## config.mk

```make
export PLATFORM = sky130hd
export DESIGN_NAME = burst_term_ctrl
export DESIGN_NICKNAME = d
export VERILOG_FILES = /design/src/rtl/bt_pkg.sv /design/src/rtl/bt_cfg_decode.sv /design/src/rtl/bt_burst_tracker.sv /design/src/rtl/bt_cmd_issue.sv /design/src/rtl/burst_term_ctrl.sv
export SDC_FILE = /design/constraint.sdc
export NUM_CORES = 1
export LEC_CHECK = 0
export ABC_AREA = 0
export BUFFER_PORTS_ARGS = -buffer_cell sky130_fd_sc_hd__buf_2
export CAP_MARGIN = 10
export CORE_MARGIN = 5
export CORE_UTILIZATION = 50
export CTS_CLUSTER_SIZE = 40
export DETAILED_ROUTE_END_ITERATION = 6
export GPL_TIMING_DRIVEN = 0
export PLACE_DENSITY_LB_ADDON = 0.3
export SLEW_MARGIN = 20
export SYNTH_ARGS = -nofsm -noshare
export SYNTH_HDL_FRONTEND = slang
export SYNTH_SLANG_ARGS = --single-unit
```

## constraint.sdc

```tcl
create_clock -name clk -period 3.6 [get_ports clk]
set_input_delay 1.08 -clock clk [delete_from_list [all_inputs] [get_ports clk]]
set_output_delay 1.08 -clock clk [all_outputs]
set_load 0.02 [all_outputs]
```

## src/rtl/bt_pkg.sv

```systemverilog
// Shared codes for the burst termination controller.
// Assumes a 2-bit request opcode and a 3-bit command opcode.
package bt_pkg;

    typedef enum logic [1:0] {
        REQ_READ  = 2'd0,
        REQ_WRITE = 2'd1,
        REQ_PRE   = 2'd2,
        REQ_STOP  = 2'd3
    } req_op_e;

    typedef enum logic [2:0] {
        CMD_NOP   = 3'd0,
        CMD_READ  = 3'd1,
        CMD_WRITE = 3'd2,
        CMD_PRE   = 3'd3,
        CMD_BST   = 3'd4
    } cmd_op_e;

endpackage

```

## src/rtl/bt_cfg_decode.sv

```systemverilog
// Turns the configuration codes into cycle counts.
// Assumes CAS latency in half-cycle steps is rounded up to whole cycles,
// data moves two beats per cycle, and a zero recovery count means one.
module bt_cfg_decode #(
    parameter int TWR_W = 4,
    parameter int AGE_W = TWR_W + 3
) (
    input  logic [1:0]       cl_code,
    input  logic [1:0]       bl_code,
    input  logic [TWR_W-1:0] twr_code,
    output logic [AGE_W-1:0] lat_cyc,
    output logic [AGE_W-1:0] half_cyc,
    output logic [AGE_W-1:0] twr_cyc
);
    localparam int PAD_W = AGE_W - TWR_W;

    // CAS latency: 2 stays 2, 2.5 and 3 become 3 whole cycles.
    always_comb begin
        if (cl_code == 2'd0) lat_cyc = AGE_W'(2);
        else                 lat_cyc = AGE_W'(3);
    end

    // Data cycles per burst: beats divided by two.
    always_comb begin
        case (bl_code)
            2'd0:    half_cyc = AGE_W'(1);
            2'd1:    half_cyc = AGE_W'(2);
            default: half_cyc = AGE_W'(4);
        endcase
    end

    // Recovery count with a floor of one cycle.
    always_comb begin
        if (twr_code == '0) twr_cyc = AGE_W'(1);
        else                twr_cyc = {{PAD_W{1'b0}}, twr_code};
    end

endmodule

```

## src/rtl/bt_burst_tracker.sv

```systemverilog
// Tracks the single burst in progress and derives the data strobes.
// Age counts cycles since the command cycle (age 0). end_age is the last
// busy age: it is shortened by a read cut and replaced by the mask span
// on a write cut. Assumes start is only given when idle and cut only
// when live.
module bt_burst_tracker #(
    parameter int BANK_W = 2,
    parameter int TWR_W  = 4,
    parameter int AGE_W  = TWR_W + 3
) (
    input  logic              clk,
    input  logic              rst_n,
    input  logic              start,
    input  logic              start_wr,
    input  logic [BANK_W-1:0] start_bank,
    input  logic [AGE_W-1:0]  lat_cyc,
    input  logic [AGE_W-1:0]  half_cyc,
    input  logic [AGE_W-1:0]  twr_cyc,
    input  logic              cut,
    output logic              busy,
    output logic              live,
    output logic              is_wr,
    output logic [BANK_W-1:0] bank,
    output logic              rd_valid,
    output logic              wr_window,
    output logic              wr_mask
);
    logic [AGE_W-1:0] age_q;
    logic [AGE_W-1:0] end_q;
    logic [AGE_W-1:0] lat_q;
    logic [AGE_W-1:0] twr_q;
    logic             cut_q;
    logic [AGE_W-1:0] rd_cut_end;

    // Last read age when cut now: terminating command sits at age_q+1.
    assign rd_cut_end = age_q + lat_q;

    // Burst state: capture on start, age and shorten while busy.
    always_ff @(posedge clk) begin
        if (!rst_n) begin
            busy  <= 1'b0;
            is_wr <= 1'b0;
            cut_q <= 1'b0;
            bank  <= '0;
            age_q <= '0;
            end_q <= '0;
            lat_q <= '0;
            twr_q <= '0;
        end else if (start) begin
            busy  <= 1'b1;
            is_wr <= start_wr;
            cut_q <= 1'b0;
            bank  <= start_bank;
            age_q <= '0;
            lat_q <= lat_cyc;
            twr_q <= twr_cyc;
            end_q <= start_wr ? half_cyc : (lat_cyc + half_cyc - AGE_W'(1));
        end else if (busy) begin
            if (cut) begin
                cut_q <= 1'b1;
                age_q <= age_q + AGE_W'(1);
                if (is_wr)                  end_q <= age_q + twr_q;
                else if (rd_cut_end < end_q) end_q <= rd_cut_end;
            end else if (age_q == end_q) begin
                busy <= 1'b0;
            end else begin
                age_q <= age_q + AGE_W'(1);
            end
        end
    end

    // Strobes and liveness decoded from the registered state.
    always_comb begin
        live      = busy && !cut_q && (age_q != end_q);
        rd_valid  = busy && !is_wr && (age_q >= lat_q);
        wr_window = busy && is_wr && !cut_q && (age_q != '0);
        wr_mask   = busy && is_wr && cut_q;
    end

endmodule

```

## src/rtl/bt_cmd_issue.sv

```systemverilog
// Decides what each request does and registers the command bus and error.
// Assumes one request per cycle and the tracker state of the same cycle.
module bt_cmd_issue
    import bt_pkg::*;
#(
    parameter int BANK_W = 2
) (
    input  logic              clk,
    input  logic              rst_n,
    input  logic              req_valid,
    input  logic [1:0]        req_op,
    input  logic [BANK_W-1:0] req_bank,
    input  logic              busy,
    input  logic              live,
    input  logic              is_wr,
    input  logic [BANK_W-1:0] bank,
    output logic              start,
    output logic              start_wr,
    output logic              cut,
    output logic              cmd_valid,
    output logic [2:0]        cmd_op,
    output logic [BANK_W-1:0] cmd_bank,
    output logic              err
);
    logic       hit;
    logic       nxt_valid;
    logic       nxt_err;
    logic [2:0] nxt_op;

    assign hit = live && (bank == req_bank);

    // Request decode: accept, terminate or refuse.
    always_comb begin
        start     = 1'b0;
        start_wr  = 1'b0;
        cut       = 1'b0;
        nxt_valid = 1'b0;
        nxt_err   = 1'b0;
        nxt_op    = CMD_NOP;
        if (req_valid) begin
            case (req_op)
                REQ_READ, REQ_WRITE: begin
                    if (busy) begin
                        nxt_err = 1'b1;
                    end else begin
                        start     = 1'b1;
                        start_wr  = (req_op == REQ_WRITE);
                        nxt_valid = 1'b1;
                        nxt_op    = (req_op == REQ_WRITE) ? CMD_WRITE : CMD_READ;
                    end
                end
                REQ_PRE: begin
                    nxt_valid = 1'b1;
                    nxt_op    = CMD_PRE;
                    cut       = hit;
                end
                default: begin
                    if (hit && !is_wr) begin
                        nxt_valid = 1'b1;
                        nxt_op    = CMD_BST;
                        cut       = 1'b1;
                    end else begin
                        nxt_err = 1'b1;
                    end
                end
            endcase
        end
    end

    // Command bus and error flag registers.
    always_ff @(posedge clk) begin
        if (!rst_n) begin
            cmd_valid <= 1'b0;
            cmd_op    <= CMD_NOP;
            cmd_bank  <= '0;
            err       <= 1'b0;
        end else begin
            cmd_valid <= nxt_valid;
            cmd_op    <= nxt_op;
            cmd_bank  <= nxt_valid ? req_bank : '0;
            err       <= nxt_err;
        end
    end

endmodule

```

## src/rtl/burst_term_ctrl.sv

```systemverilog
// Top of the burst termination controller: command decode, configuration
// decode and the burst tracker. Assumes a single rank with one burst
// in flight at a time.
module burst_term_ctrl #(
    parameter int BANK_W = 2,
    parameter int TWR_W  = 4
) (
    input  logic              clk,
    input  logic              rst_n,
    input  logic              req_valid,
    input  logic [1:0]        req_op,
    input  logic [BANK_W-1:0] req_bank,
    input  logic [1:0]        cfg_cl,
    input  logic [1:0]        cfg_bl,
    input  logic [TWR_W-1:0]  cfg_twr,
    output logic              cmd_valid,
    output logic [2:0]        cmd_op,
    output logic [BANK_W-1:0] cmd_bank,
    output logic              err,
    output logic              rd_valid,
    output logic              wr_window,
    output logic              wr_mask
);
    localparam int AGE_W = TWR_W + 3;

    logic [AGE_W-1:0]  lat_cyc;
    logic [AGE_W-1:0]  half_cyc;
    logic [AGE_W-1:0]  twr_cyc;
    logic              start;
    logic              start_wr;
    logic              cut;
    logic              busy;
    logic              live;
    logic              is_wr;
    logic [BANK_W-1:0] bank;

    bt_cfg_decode #(.TWR_W(TWR_W), .AGE_W(AGE_W)) u_cfg (
        .cl_code  (cfg_cl),
        .bl_code  (cfg_bl),
        .twr_code (cfg_twr),
        .lat_cyc  (lat_cyc),
        .half_cyc (half_cyc),
        .twr_cyc  (twr_cyc)
    );

    bt_cmd_issue #(.BANK_W(BANK_W)) u_cmd (
        .clk       (clk),
        .rst_n     (rst_n),
        .req_valid (req_valid),
        .req_op    (req_op),
        .req_bank  (req_bank),
        .busy      (busy),
        .live      (live),
        .is_wr     (is_wr),
        .bank      (bank),
        .start     (start),
        .start_wr  (start_wr),
        .cut       (cut),
        .cmd_valid (cmd_valid),
        .cmd_op    (cmd_op),
        .cmd_bank  (cmd_bank),
        .err       (err)
    );

    bt_burst_tracker #(.BANK_W(BANK_W), .TWR_W(TWR_W), .AGE_W(AGE_W)) u_trk (
        .clk        (clk),
        .rst_n      (rst_n),
        .start      (start),
        .start_wr   (start_wr),
        .start_bank (req_bank),
        .lat_cyc    (lat_cyc),
        .half_cyc   (half_cyc),
        .twr_cyc    (twr_cyc),
        .cut        (cut),
        .busy       (busy),
        .live       (live),
        .is_wr      (is_wr),
        .bank       (bank),
        .rd_valid   (rd_valid),
        .wr_window  (wr_window),
        .wr_mask    (wr_mask)
    );

endmodule

```

=== Yosys cells after proc, flatten, opt, wreduce, memory -nomap -nowiden ===
Index checks and enable logic that the tools add are counted.

* Word-level logic and storage cells: 87
* Output and inout port bits: 10
* Register bits after elaboration: 40

* $lt $le $gt $ge: 2
* Add/sub/neg operators: 5
* Bitwise operators: 1
* Muxes and demuxes: 33
* Reductions and logical operators: 27
* Equality and inequality tests: 7

{| class="wikitable"
|+ Operator list
! operator !! count
|-
| two-way mux 7 bit || 8
|-
| two-way mux 1 bit || 16
|-
| adder 7 bit || 2
|-
| one-hot mux 3 bit (2 select lines) || 2
|-
| logical AND 1 bit || 10
|-
| AND reduction 2 bit || 4
|-
| adder 7 x 1 -> 7 bit, second input constant || 1
|-
| equality test 7 bit || 1
|-
| greater-or-equal comparator 7 bit || 1
|-
| less-than comparator 7 bit || 1
|-
| != test 7 bit || 1
|-
| nonzero test 7 bit || 1
|-
| subtractor 7 x 1 -> 7 bit, second input constant || 1
|-
| logical NOT 2 bit || 3
|-
| two-way mux 3 bit || 2
|-
| one-hot mux 1 bit (2 select lines) || 3
|-
| adder 2 x 3 -> 4 bit || 1
|-
| equality test 2 x 1 -> 1 bit, second input constant || 2
|-
| logical NOT 4 bit || 1
|-
| two-way mux 4 bit || 1
|-
| nonzero test 2 bit || 2
|-
| OR reduction 2 bit || 2
|-
| AND reduction 3 bit || 1
|-
| nonzero test 3 bit || 1
|-
| other kinds (6) || 7
|}

=== Longest topological paths before layout ===
* Depth in word-level cells: 11
* Mapped depth: 11

=== Modules after synthesis ===
A second synthesis with hierarchy kept.

* Cells, all modules: 390
* Area, all modules: 3236.9 µm²

{| class="wikitable"
|+ By module, submodules not included
! module !! instances !! cells an instance !! seq. area each (µm²) !! area each (µm²)
|-
| bt_burst_tracker || 1 || 338 || 660.6 || 2810.2
|-
| bt_cmd_issue || 1 || 28 || 140.1 || 279.0
|-
| bt_cfg_decode || 1 || 24 || 0.0 || 147.6
|}

=== Worst setup path before layout ===
Ideal clock, no wire load.

* Path type: input-to-reg
* From: input cfg_cl[1]
* To: register u_trk.end_q[3]
* Buffers on the path: 0
* Stages on the path: 9
* Arrival time: 2897 ps
* Setup slack: 630 ps
* Library setup time: 72 ps
* Required time: 3528 ps
* Cells stage by stage: or2_2 ha_1 inv_1 ha_1 or3b_1 or3b_1 a211oi_1 o31ai_1 mux2i_1

* Word-level cells in the longest chain between the ends: 6

{| class="wikitable"
|+ Ends and longest elaborated chain
! element !! line !! RTL
|-
| start, declared || burst_term_ctrl.sv:13 || <nowiki>input logic [1:0] cfg_cl,</nowiki>
|-
| logical NOT 2 bit || bt_cfg_decode.sv:19 || <nowiki>if (cl_code == 2'd0) lat_cyc = AGE_W'(2);</nowiki>
|-
| two-way mux 1 bit || bt_cfg_decode.sv:19 ||
|-
| adder 2 x 3 -> 4 bit || bt_burst_tracker.sv:57 || <nowiki>end_q <= start_wr ? half_cyc : (lat_cyc + half_cyc - AGE_W'(1));</nowiki>
|-
| subtractor 7 x 1 -> 7 bit || bt_burst_tracker.sv:57 ||
|-
| two-way mux 7 bit || bt_burst_tracker.sv:57 ||
|-
| two-way mux 7 bit || bt_burst_tracker.sv:49 || <nowiki>end else if (start) begin</nowiki>
|-
| end signal, assigned || bt_burst_tracker.sv:57 ||
|-
| end signal, assigned || bt_burst_tracker.sv:62 || <nowiki>if (is_wr) end_q <= age_q + twr_q;</nowiki>
|-
| end signal, assigned || bt_burst_tracker.sv:63 || <nowiki>else if (rd_cut_end < end_q) end_q <= rd_cut_end;</nowiki>
|-
| end, declared || bt_burst_tracker.sv:29 || <nowiki>logic [AGE_W-1:0] end_q;</nowiki>
|}

Every way passes these cells.
A chain may end at the register's enable or synchronous reset.

=== Final worst setup path ===
* From: register u_trk.age_q[0]
* To: register u_trk.end_q[5]

* Word-level cells in the longest chain between the ends: 9
* Elaborated cells between the ends (all ways): 18
* Classes of those cells: add/sub (2); order compare (1); eq/ne (1); mux (8); reduce/logical (6)

{| class="wikitable"
|+ Ends and longest elaborated chain
! element !! line !! RTL
|-
| start, declared || bt_burst_tracker.sv:28 || <nowiki>logic [AGE_W-1:0] age_q;</nowiki>
|-
| start signal, assigned || bt_burst_tracker.sv:61 || <nowiki>age_q <= age_q + AGE_W'(1);</nowiki>
|-
| start signal, assigned || bt_burst_tracker.sv:67 || <nowiki>age_q <= age_q + AGE_W'(1);</nowiki>
|-
| parallel branches: the longest is 9 deep, another holds adder 7 bit || n/a ||
|}

Parallel ways; which one is timed is not known. The select of a mux whose other input is x is not followed.

==> impl_summary.txt <==
----------------------------------------------------
[Setup path]
  Cell-by-cell trace of the critical path ... ha_1, inv_1, fa_1, nor2_1, xor2_1, ha_1, a211oi_1, nor2_1, o31ai_2, a41oi_4, o311a_1
  Number of cells on the worst reg-to-reg path ... 11
  Worst EP required ... between 3 and 4 ns
  Crit path largest cell delay ... 0.52 ns
  Count of buffer and inverter cells on the critical path ... 1
  Maximum fanout count along the critical path ... 7
  Crit. End Element ... flop
  Worst Path Class, Setup ... flop to flop
  Crit. path cell count ... 11
  WP data arrival ... 3.53 ns
  Max stage delay cell, worst path ... sky130_fd_sc_hd__dfxtp_1
  Startpoint class of the critical path ... flop
  Cell family with the largest share of critical-path delay ... compound AO/OA/AOI/OAI gates

[CTS]
  TritonCTS Buffers ... 5
  Number of instances resized during post-cts repair ... 0
  Clock slew seen by the registers of the worst setup and hold paths ... 0.08 ns
  H-tree depth ... 2
  Skew-Pair Late Insertion Delay ... 0.29 ns
  Number of buffers on the longest clock path ... 2
  Post-CTS Setup Bufs ... 0
  Hold-fix buffers, CTS ... 0
  Cell at the root of the clock tree ... sky130_fd_sc_hd__clkbuf_8
  TritonCTS clock tree ... yes
  Clock tree sinks ... 32

[STA]
  Final critical path time including I/O delays and setup ... approximately 3.4 ns
  Setup TNS ... 0 ns
  Maximum achievable frequency ... around 300 MHz
  Share of the clock period used by the worst path after layout ... 93.1%
  Maximum clock skew at final layout ... 0.00509 ns
  Final setup violating endpoints ... 0
  Unrepaired setup endpoints after global routing ... false
  Transition time at the pin with the least slew margin ... 0.575 ns
  Max Slew Vio Count ... 0
  Final Hold Fails ... 0
  Worst slew margin ... 60.7%

[Floorplanning]
  Top-Level Pins ... 25
  Horizontal die dimension ... ~80 um
  Vertical die dimension ... 79.8 um
  Site row count ... 25
  Core Region ... between 4000 and 5000 um2
  Starting density of the core ... between 50 and 60%
  Die Footprint ... 6360 um2

[Global routing]
  Met1 track utilization from global routing ... 25.8%
  Largest net degree at the start of global routing ... 13
  Number of antenna violations at the first check in global routing ... 0
  Via count of the first global-routing pass ... 2,007
  Global routing met3 resource utilization ... under 10%
  Wire length of the first global-routing pass ... 9480 um
  Total congestion overflow after global routing ... 0
  Combined global-route utilization of all metal layers ... 19.1%
  Routing usage on met2 ... a little under a third
  Busiest grt layer ... met2

[Synthesis]
  Share of async-settable or async-resettable flops after synthesis ... 0%
  Dominant synthesized flop cell ... sky130_fd_sc_hd__dfxtp_1
  Number of instances in the synthesized netlist ... 276
  Sequential share of the synthesized area ... a little over a quarter
  Cells taking the most area after synthesis ... sky130_fd_sc_hd__dfxtp_1, sky130_fd_sc_hd__ha_1, sky130_fd_sc_hd__nand2_1, sky130_fd_sc_hd__mux2i_1, sky130_fd_sc_hd__xor2_1
  Syn avg cell area ... roughly 8.8 um2
  Number of flops mapped to enable cells by yosys ... 0
  Nets in the synthesized netlist ... about 310
  Synth top area share ... a little over a quarter
  Yosys synthesis warning count ... 0
  Largest area contributor in the synthesized netlist ... sky130_fd_sc_hd__dfxtp_1
  Area of the mapped netlist ... approximately 2400 um2
  Count of different cell masters after synthesis ... 56
  Number of synthesized register bits ... 32

[Hold path]
  Classification of the worst-slack hold path ... flop to flop
  Hold-critical path depth ... 2

[Detailed routing]
  Number of DRC markers after the initial detailed-route iteration ... 113
  Via count ... between 2,000 and 2,500
  Antenna Violating Nets Remaining ... 0
  Wire length per cell after detailed routing ... 15.0 um
  Count of unresolved DRC violations after routing ... 0
  Via density ... 5.42
  Router iterations before antenna repair ... 4
  Wire length after detailed routing ... 5600 um

[Power]
  Reported leakage power ... 1.14 nW
  Power per standard cell area ... about 300 nW/um2
  VDD IR max ... 0.213 mV

[Place]
  Placed cell areas ... 2630 um2
  Placed wire-length estimate after detailed placement ... between 4000 and 5000 um
  Final estimated routing congestion in global placement ... around 0.94
  IO Port Bufs ... 22

[Run status]
  Run status ... finished, final reports clean

[Cells and area]
  Fraction of final layout cells sized beyond drive strength 1 ... 19.3%
  Final cell area excluding filler cells ... 2720 um2
  Count of nets after finishing ... about 340
  Area growth syn-to-layout ... 11.8%
  Diode count ... 0

[Run]
  Max-cap violations ... 0

----------------------------------------------------
[synthesized netlist by cell type, types with 2 or more instances]
library cell                instances
sky130_fd_sc_hd__a211oi_1           9
sky130_fd_sc_hd__a21boi_0           7
sky130_fd_sc_hd__a21oi_1            7
sky130_fd_sc_hd__a31oi_1            3
sky130_fd_sc_hd__and2_1             3
sky130_fd_sc_hd__and3_1             4
sky130_fd_sc_hd__and4_1             2
sky130_fd_sc_hd__buf_2              2
sky130_fd_sc_hd__buf_6              7
sky130_fd_sc_hd__clkbuf_1           6
sky130_fd_sc_hd__dfxtp_1           32
sky130_fd_sc_hd__fa_1               2
sky130_fd_sc_hd__ha_1              19
sky130_fd_sc_hd__inv_1             18
sky130_fd_sc_hd__mux2i_1           10
sky130_fd_sc_hd__nand2_1           35
sky130_fd_sc_hd__nand2b_1           4
sky130_fd_sc_hd__nor2_1            24
sky130_fd_sc_hd__nor2b_1            5
sky130_fd_sc_hd__nor3_1             4
sky130_fd_sc_hd__o2111ai_1          5
sky130_fd_sc_hd__o211ai_1           5
sky130_fd_sc_hd__o21a_1             2
sky130_fd_sc_hd__o21ai_0            4
sky130_fd_sc_hd__o31ai_1            2
sky130_fd_sc_hd__o31ai_2            2
sky130_fd_sc_hd__or2_2              3
sky130_fd_sc_hd__or3b_1             4
sky130_fd_sc_hd__xnor2_1            5
sky130_fd_sc_hd__xnor2_2            5
sky130_fd_sc_hd__xor2_1            11
[worst paths after layout]
path / from / end / slack [ns]
worst max-delay path: u_trk.age_q[0] / u_trk.end_q[5] / 0.25
worst min-delay path: u_trk.bank[1] / u_trk.bank[1] / 0.48
worst max register to register: u_trk.age_q[0] / u_trk.end_q[5] / 0.25
worst min register to register: u_trk.bank[1] / u_trk.bank[1] / 0.48
[stage by stage]
stage | hold WS, ns | util [%] | total power [mW] | std cells | setup slack (ns)
final | 0.483 | 57.6 | 0.815 | 373 | 0.247
after floorplan | 0.448 | - | 0.492 | 276 | 0.630
after global placement | 0.463 | 55.6 | 0.533 | 365 | 0.315
after global routing | 0.516 | 57.6 | 0.856 | 373 | 0.0619
after CTS | 0.486 | 57.6 | 0.823 | 373 | 0.272
after detailed placement | 0.475 | 55.6 | 0.536 | 365 | 0.268
[cells by family (layout without fill, tap and decap cells)]
logic type | count (synthesis) | in the layout | share of synthesized area (%)
AOI/OAI and AO/OA | 59 | 59 | 20.2
xor gates and xnor gates | 21 | 21 | 9.10
adders and majority gates | 21 | 21 | 11.4
buffers and inverters | 34 | 64 | 7.66
DFF | 32 | 32 | 26.3
muxes | 10 | 10 | 4.11
and+or+nand+nor | 99 | 99 | 21.2
[layout by cell type, fill, tap and decap left out, types with 6 or more instances in the layout]
cell	synthesis	layout
sky130_fd_sc_hd__a211oi_1	9	9
sky130_fd_sc_hd__inv_1	18	18
sky130_fd_sc_hd__buf_6	7	7
sky130_fd_sc_hd__ha_1	19	19
sky130_fd_sc_hd__clkbuf_1	6	6
sky130_fd_sc_hd__dfxtp_1	32	32
sky130_fd_sc_hd__mux2i_1	10	10
sky130_fd_sc_hd__a21oi_1	7	7
sky130_fd_sc_hd__nand2_1	35	35
sky130_fd_sc_hd__buf_2	2	24
sky130_fd_sc_hd__nor2_1	24	24
sky130_fd_sc_hd__a21boi_0	7	7
sky130_fd_sc_hd__xor2_1	11	11
[registers in the layout (all words and copies together), names as in the netlist]
register and count:
u_trk.age_q 7, u_trk.end_q 7, u_trk.twr_q 4, u_cmd.cmd_op 3, u_cmd.cmd_bank 2, u_trk.bank 2
u_trk.lat_q 2, u_cmd.cmd_valid 1, u_cmd.err 1, u_trk.busy 1, u_trk.cut_q 1, u_trk.is_wr 1
[layout make-up]
| cell class | count | area (um2) |
|---|---|---|
| fill | 451 | 2000 |
| multi-input combinational | 210 | 1610 |
| sequential | 32 | 641 |
| buffer | 16 | 119 |
| timing repair buffer | 22 | 110 |
| tap | 67 | 83.8 |
| clock buffer | 5 | 68.8 |
| inverter | 18 | 67.6 |
| clock inverter | 3 | 23.8 |
[metal layers]
layer | share of wire [%] | up-vias
met5 | 0 | -
met3 | 3.8 | 4
li1 | - | 1031
met1 | 49 | 955
met4 | 0.75 | 0
met2 | 46 | 33
[where the power goes]
group	leakage [nW]	switching (mW)	internal, mW	total (mW)
Clock	0.0404	0.150	0.137	0.287
Sequential	0.260	0.0109	0.366	0.377
Combinational	0.841	0.0901	0.0609	0.151
Total	1.14	0.251	0.564	0.815
[worst min-delay path, delay by kind of cell (launching register included)]
family | cells | cell delay, ns
flip-flops | 1 | 0.32
AO/OA/AOI/OAI | 1 | 0.07
AND/OR/NAND/NOR | 1 | 0.05
No activity file was read; power rests on OpenSTA's default activity.
